<file path="src/rtl/mmu_perm_pkg.sv">
package mmu_perm_pkg;

  localparam int EXC_W = 12;

  typedef enum logic [1:0] {
    KIND_RD = 2'd0,
    KIND_WR = 2'd1,
    KIND_FE = 2'd2,
    KIND_X  = 2'd3
  } acc_kind_e;

  typedef enum logic [3:0] {
    ST_OK       = 4'd0,
    ST_I_MISS   = 4'd1,
    ST_I_MULTI  = 4'd2,
    ST_I_VIOL   = 4'd3,
    ST_D_MISS_R = 4'd4,
    ST_D_MISS_W = 4'd5,
    ST_D_MULTI  = 4'd6,
    ST_VIOL_R   = 4'd7,
    ST_VIOL_W   = 4'd8,
    ST_FIRST_WR = 4'd9,
    ST_AERR_F   = 4'd10,
    ST_AERR_R   = 4'd11,
    ST_AERR_W   = 4'd12
  } mmu_status_e;

  function automatic logic [EXC_W-1:0] exc_of(mmu_status_e s);
    case (s)
      ST_OK:                  return 12'h000;
      ST_I_MISS, ST_D_MISS_R: return 12'h040;
      ST_D_MISS_W:            return 12'h060;
      ST_I_MULTI, ST_D_MULTI: return 12'h140;
      ST_I_VIOL, ST_VIOL_R:   return 12'h0A0;
      ST_VIOL_W:              return 12'h0C0;
      ST_FIRST_WR:            return 12'h080;
      ST_AERR_F, ST_AERR_R:   return 12'h0C0;
      ST_AERR_W:              return 12'h100;
      default:                return 12'h0C0;
    endcase
  endfunction

  // Offset width for each page-size selector value.
  function automatic int offset_bits(int sel);
    case (sel)
      0:       return 10;
      1:       return 12;
      2:       return 16;
      default: return 20;
    endcase
  endfunction

endpackage

</file>
<file path="src/rtl/mmu_region_check.sv">
module mmu_region_check #(
  parameter int              VA_W      = 32,
  parameter logic [VA_W-1:0] PRIV_BASE = 32'h8000_0000,
  parameter logic [VA_W-1:0] BYP_END   = 32'hC000_0000,
  parameter logic [VA_W-1:0] WIN_LO    = 32'hE000_0000,
  parameter logic [VA_W-1:0] WIN_HI    = 32'hE400_0000
) (
  input  logic [VA_W-1:0] vaddr,
  input  logic            priv,
  output logic            user_fault,
  output logic            direct_map
);
  logic upper, in_win, in_byp;

  assign upper  = (vaddr >= PRIV_BASE);
  assign in_win = (vaddr >= WIN_LO) && (vaddr <= WIN_HI);
  assign in_byp = upper && (vaddr < BYP_END);

  assign user_fault = !priv && upper && !in_win;
  assign direct_map = priv && in_byp;
endmodule

</file>
<file path="src/rtl/mmu_key_decode.sv">
module mmu_key_decode
  import mmu_perm_pkg::*;
(
  input  logic [1:0]  pr,
  input  logic        priv,
  input  logic        is_wr,
  input  logic        is_fe,
  output mmu_status_e key_status,
  output logic [1:0]  key_prot
);
  logic [2:0] key;
  logic       deny, ronly;

  assign key = {pr, priv};

  always_comb begin
    deny  = 1'b0;
    ronly = 1'b0;
    case (key)
      3'd0, 3'd2:       deny  = 1'b1;
      3'd1, 3'd4, 3'd5: ronly = 1'b1;
      default:          ;
    endcase
  end

  always_comb begin
    key_status = ST_OK;
    key_prot   = 2'b01;
    if (is_fe) begin
      if (deny) begin
        key_status = ST_I_VIOL;
        key_prot   = 2'b00;
      end
    end else if (deny) begin
      key_status = is_wr ? ST_VIOL_W : ST_VIOL_R;
      key_prot   = 2'b00;
    end else if (ronly && is_wr) begin
      key_status = ST_VIOL_W;
      key_prot   = 2'b00;
    end else if (is_wr) begin
      key_prot = 2'b10;
    end
  end
endmodule

</file>
<file path="src/rtl/mmu_pa_form.sv">
module mmu_pa_form #(
  parameter int PA_W      = 32,
  parameter int PPN_SHIFT = 10,
  parameter int SIZE_W    = 2
) (
  input  logic [PA_W-1:0]           vaddr,
  input  logic [PA_W-PPN_SHIFT-1:0] ppn,
  input  logic [SIZE_W-1:0]         size_sel,
  output logic [PA_W-1:0]           paddr
);
  localparam int NSZ = 1 << SIZE_W;

  logic [PA_W-1:0] mask_tab [NSZ];
  logic [PA_W-1:0] base, mask;

  for (genvar g = 0; g < NSZ; g++) begin : g_mask
    localparam int OB = mmu_perm_pkg::offset_bits(g);
    assign mask_tab[g] = (PA_W'(1) << OB) - PA_W'(1);
  end

  assign base  = {ppn, {PPN_SHIFT{1'b0}}};
  assign mask  = mask_tab[size_sel];
  assign paddr = (base & ~mask) | (vaddr & mask);
endmodule

</file>
<file path="src/rtl/mmu_perm_check.sv">
module mmu_perm_check
  import mmu_perm_pkg::*;
#(
  parameter int PA_W      = 32,
  parameter int PPN_SHIFT = 10,
  parameter int SIZE_W    = 2,
  parameter int KEEP_BITS = 29
) (
  input  logic                      clk,
  input  logic                      rst,
  input  logic                      req_valid,
  input  logic [PA_W-1:0]           req_vaddr,
  input  logic [1:0]                req_kind,
  input  logic                      req_priv,
  input  logic                      sv_mode,
  input  logic                      tlb_hit,
  input  logic                      tlb_multi,
  input  logic [1:0]                entry_pr,
  input  logic                      entry_dirty,
  input  logic [SIZE_W-1:0]         entry_size,
  input  logic [PA_W-PPN_SHIFT-1:0] entry_ppn,
  output logic                      asid_check_en,
  output logic                      rsp_valid,
  output logic [3:0]                rsp_status,
  output logic [EXC_W-1:0]          rsp_exc_code,
  output logic [1:0]                rsp_prot,
  output logic [PA_W-1:0]           rsp_paddr
);
  localparam logic [PA_W-1:0] DIRECT_MASK = (PA_W'(1) << KEEP_BITS) - PA_W'(1);

  logic        user_fault, direct_map, is_wr, is_fe;
  mmu_status_e key_status, nxt_status;
  logic [1:0]  key_prot, nxt_prot;
  logic [PA_W-1:0] tlb_pa, nxt_pa;

  assign is_wr = (req_kind == KIND_WR);
  assign is_fe = (req_kind == KIND_FE);

  // Identifier comparison needed unless single-space mode in privileged state.
  assign asid_check_en = !sv_mode || !req_priv;

  mmu_region_check #(.VA_W(PA_W)) u_region (
    .vaddr      (req_vaddr),
    .priv       (req_priv),
    .user_fault (user_fault),
    .direct_map (direct_map)
  );

  mmu_key_decode u_key (
    .pr         (entry_pr),
    .priv       (req_priv),
    .is_wr      (is_wr),
    .is_fe      (is_fe),
    .key_status (key_status),
    .key_prot   (key_prot)
  );

  mmu_pa_form #(.PA_W(PA_W), .PPN_SHIFT(PPN_SHIFT), .SIZE_W(SIZE_W)) u_pa (
    .vaddr    (req_vaddr),
    .ppn      (entry_ppn),
    .size_sel (entry_size),
    .paddr    (tlb_pa)
  );

  // Fault priority: region trap, direct map, multi-hit, miss, key, dirty.
  always_comb begin
    nxt_status = ST_OK;
    nxt_prot   = 2'b00;
    nxt_pa     = '0;
    if (user_fault) begin
      nxt_status = is_wr ? ST_AERR_W : (is_fe ? ST_AERR_F : ST_AERR_R);
    end else if (direct_map) begin
      nxt_pa   = req_vaddr & DIRECT_MASK;
      nxt_prot = is_wr ? 2'b10 : 2'b01;
    end else if (tlb_multi) begin
      nxt_status = is_fe ? ST_I_MULTI : ST_D_MULTI;
    end else if (!tlb_hit) begin
      nxt_status = is_fe ? ST_I_MISS : (is_wr ? ST_D_MISS_W : ST_D_MISS_R);
    end else if (key_status != ST_OK) begin
      nxt_status = key_status;
    end else if (is_wr && !entry_dirty) begin
      nxt_status = ST_FIRST_WR;
    end else begin
      nxt_pa   = tlb_pa;
      nxt_prot = key_prot;
    end
  end

  always_ff @(posedge clk) begin
    if (rst) begin
      rsp_valid    <= 1'b0;
      rsp_status   <= 4'd0;
      rsp_exc_code <= '0;
      rsp_prot     <= 2'b00;
      rsp_paddr    <= '0;
    end else begin
      rsp_valid    <= req_valid;
      rsp_status   <= req_valid ? nxt_status : 4'd0;
      rsp_exc_code <= req_valid ? exc_of(nxt_status) : '0;
      rsp_prot     <= req_valid ? nxt_prot : 2'b00;
      rsp_paddr    <= req_valid ? nxt_pa : '0;
    end
  end

  assert_strobe_follows_R1: assert property (@(posedge clk) disable iff (rst)
    req_valid |=> rsp_valid);
  assert_no_spurious_R1: assert property (@(posedge clk) disable iff (rst)
    !req_valid |=> !rsp_valid);
  assert_ok_clean_R11: assert property (@(posedge clk) disable iff (rst)
    (rsp_valid && rsp_status == 4'd0) |-> (rsp_exc_code == '0 && rsp_prot != 2'b00));
  assert_fault_zeroed_R11: assert property (@(posedge clk) disable iff (rst)
    (rsp_valid && rsp_status != 4'd0) |->
      (rsp_exc_code != '0 && rsp_prot == 2'b00 && rsp_paddr == '0));
  assert_user_trap_R5: assert property (@(posedge clk) disable iff (rst)
    (req_valid && !req_priv && req_vaddr[PA_W-1] &&
     (req_vaddr < 32'hE000_0000 || req_vaddr > 32'hE400_0000))
    |=> (rsp_status >= 4'd10 && rsp_status <= 4'd12));
  assert_direct_map_R4: assert property (@(posedge clk) disable iff (rst)
    (req_valid && req_priv && req_vaddr[PA_W-1 -: 2] == 2'b10)
    |=> (rsp_status == 4'd0 && rsp_paddr[PA_W-1 -: 3] == 3'b000 &&
         rsp_paddr[KEEP_BITS-1:0] == $past(req_vaddr[KEEP_BITS-1:0])));
endmodule

</file>
<file path="config.mk">
export PLATFORM = sky130hd
export DESIGN_NAME = mmu_perm_check
export DESIGN_NICKNAME = d
export VERILOG_FILES = /design/src/rtl/mmu_perm_pkg.sv /design/src/rtl/mmu_region_check.sv /design/src/rtl/mmu_key_decode.sv /design/src/rtl/mmu_pa_form.sv /design/src/rtl/mmu_perm_check.sv
export SDC_FILE = /design/constraint.sdc
export NUM_CORES = 1
export LEC_CHECK = 0
export ABC_AREA = 1
export ABC_CLOCK_PERIOD_IN_PS = 4720
export CORE_ASPECT_RATIO = 0.6
export CORE_MARGIN = 3
export CORE_UTILIZATION = 42
export CTS_CLUSTER_SIZE = 25
export DETAILED_ROUTE_END_ITERATION = 6
export PLACE_DENSITY = 0.87
export SYNTH_ARGS = -nofsm -noshare
export SYNTH_HDL_FRONTEND = slang
export SYNTH_SLANG_ARGS = --single-unit
</file>
<file path="constraint.sdc">
create_clock -name clk -period 4.72 [get_ports clk]
set_input_delay 0.944 -clock clk [delete_from_list [all_inputs] [get_ports clk]]
set_output_delay 0.944 -clock clk [all_outputs]
set_load 0.05 [all_outputs]
</file>
==> flow_summary.ini <==
[routing]
drt-vias-per-instance = 4.71
route.antenna.remaining_nets = 0
drc = 0
dr_total_vias = 2108
dr_wl_cell_um = 13.5
drt-initial-drc-count = 85
drt_pre_antenna_iters = 5
routed_wl_um = 6060

[global_routing]
grt_first_pass_wirelength_um = 9470
met3_usage_pct = 6.22
track_usage_pct = 20.0
grt.met2_usage_pct = 29.3
remaining_overflow_grt = 0
antenna_found_initial = 0
grt_util_met1_pct = 29.0
grt_pass1_vias = 1965
grt_max_degree = 33
busiest_layer = met2

[clock_tree]
cts-buffers-inserted = 5
cts_post_setup_buffers_inserted = 0
cts_clk_pin_slew_worst_paths_ps = 80
cts-htree-levels = 2
clock_path_buffers = 2
clkSinkCount = 43
post_cts_resize_count = 0
cts_root_buffer = clkbuf_8
tritoncts = yes
postCtsHoldBufs = 0

[sta]
period_needed_ps = 3250
hold_ws_ps = 1170
hold_violations = 0
drv_slew = 0
grt_setup_unrepaired = no
postLayoutSetupSlackWorst_ps = 1470
setup-violations-final = 0
min_period_over_period_pct = 68.8
maxSlewHeadroom_pct = 63.7
worst-slew-pin-transition_ps = 544
max_clock_freq_ghz = 0.308
fin_setup_tns_ps = 0

[synth]
yosys.area.top_type_share_pct = 40.1
synthDominantAreaCellType = dfxtp_1
syn-instance-count = 274
ys_ff_latch = 43
yosys-top-cells-area = dfxtp_1, nand2_1, a211oi_2, inv_1, ha_1
yosysUniqueCellTypes = 31
synth_sequential_area_ratio_pct = 40.1
synthesis.yosys.warnings = 0
syn-mean-instance-area_um2 = 7.84
syn-cell-area_um2 = 2150

[layout]
layout.nets = 459
post_route_cells_drive_above_1_share_pct = 11.4
multiInputGateArea_um2 = 1050
leading_cell_type_in_the_layout_fill_and_taps_excluded = clkdlybuf4s50_1
final_cell_mix = clkdlybuf4s50_1, nand2_1, dfxtp_1, inv_1, nor2_1
num-fill-cells = 384
seq_area_um2 = 861
layout.core_utilization_pct = 71.6
area_growth_syn_to_layout_pct = 58.5
antenna-diode-count = 0
stdcell_area_um2 = 3400

[critical_path]
timing.critical_path.slowest_cell_delay_ps = 790
worst_ep_arrival_time_ps = 2310
timing.setup.critical_path_class = input port to primary output
cell_seen_most_often_among_critical_path_stages = clkdlybuf4s50_1
critical-path-slowest-cell = clkdlybuf4s50_1
worst-endpoint-required_ps = 3780
worstSetupStartpointType = input port
crit_path_cell_chain = clkdlybuf4s50_1 -> nand2_1 -> clkdlybuf4s50_1
path_max_fanout = 4
worst_setup_path_end_kind = primary output

[die]
top_level_ports = 120
core-area_um2 = 4750
die_y_um = 61.4
initial_utilization_pct = 45.2
chipWidth_um = 98.3
floorplan.rows = 19
dieArea_um2 = 6040

[worst_hold_path]
hold_path.class = input port to flop

[pwr]
power_per_cell_area_nw_per_um2 = 275
vdd.ir_drop.worst_mv = 0.218
static-leakage-power_nw = 1.42

[placed_design]
dpl_cell_area_um2 = 3270
dp_slack_ps = 1450
gp_congestion = 0.790
io_buffers = 111
estimated_wirelength_of_the_detail_placed_design_um = 4770

[job]
drv_cap = 0

[outcome]
result_of_the_run = finished clean
-- registers in the layout, summed over array words and instances (netlist names) --
signal / cells
rsp_exc_code: 4
rsp_paddr: 32
rsp_prot: 2
rsp_status: 4
rsp_valid: 1
-- power by group --
group          total, mW  switching [mW]  internal [mW]  leakage, nW
clock network      0.339           0.127          0.212       0.0654
registers          0.376         0.00281          0.373        0.349
logic              0.222           0.131         0.0909         1.00
total              0.936           0.261          0.675         1.42
-- per-stage QoR --
stage	power (mW)	std cells
final	0.936	448
after global routing	0.980	448
after CTS	0.945	448
after detailed placement	0.605	440
after global placement	0.601	440
after floorplan	0.515	281
-- metal layers --
layer | routed length [µm] | up-vias
met4 | 63 | 0
met1 | 2920 | 936
li1 | - | 1073
met5 | 0 | -
met2 | 2570 | 91
met3 | 493 | 8
-- kinds of logic after synthesis --
kind of cell	after synthesis	share of synthesized area (%)
AOI/OAI and AO/OA	49	19.5
adders and majority gates	7	4.08
buffers and inverters	60	12.6
DFF	43	40.1
muxes	2	0.932
other	1	0.175
and+or+nand+nor	112	22.7
-- path summary, 6_finish.rpt --
path,startpoint,end,slack (ps),cells past startpoint
setup / recovery,req_priv,asid_check_en,1470,3
hold / removal,entry_ppn[21],rsp_paddr[31],1170,3
-- layout make-up --
cell class	instances	area share (%)
flip-flops and latches	43	25.3
clock buffers	6	2.13
clock inverters	2	1.76
multi-input cells	178	30.8
repair buffers	112	32.9
well taps	63	2.32
inverters	44	4.85
-- critical path, delay by kind of cell --
kind | cells | cell delay, ps
AND/OR/NAND/NOR | 1 | 90
buffers and inverters | 2 | 1270
-- Yosys cell counts --
cell type / count
nand2_1: 68
nor3b_1: 1
a211oi_1: 1
nor3_4: 1
mux2i_1: 2
o21ai_1: 3
buf_6: 1
nor2_4: 1
nand3_1: 9
inv_2: 4
buf_2: 6
conb_1: 1
o21a_1: 1
or2_2: 1
nand4_1: 1
nand2_4: 2
ha_1: 7
inv_1: 40
a311oi_1: 1
buf_4: 8
clkbuf_1: 1
nand2_2: 4
nor2_1: 23
a21oi_1: 5
a211oi_2: 20
o31ai_1: 3
nor2_2: 1
o21ai_2: 1
dfxtp_1: 43
a21boi_1: 1
o21ai_0: 13
Note: power is estimated with default switching activity, not from simulation.
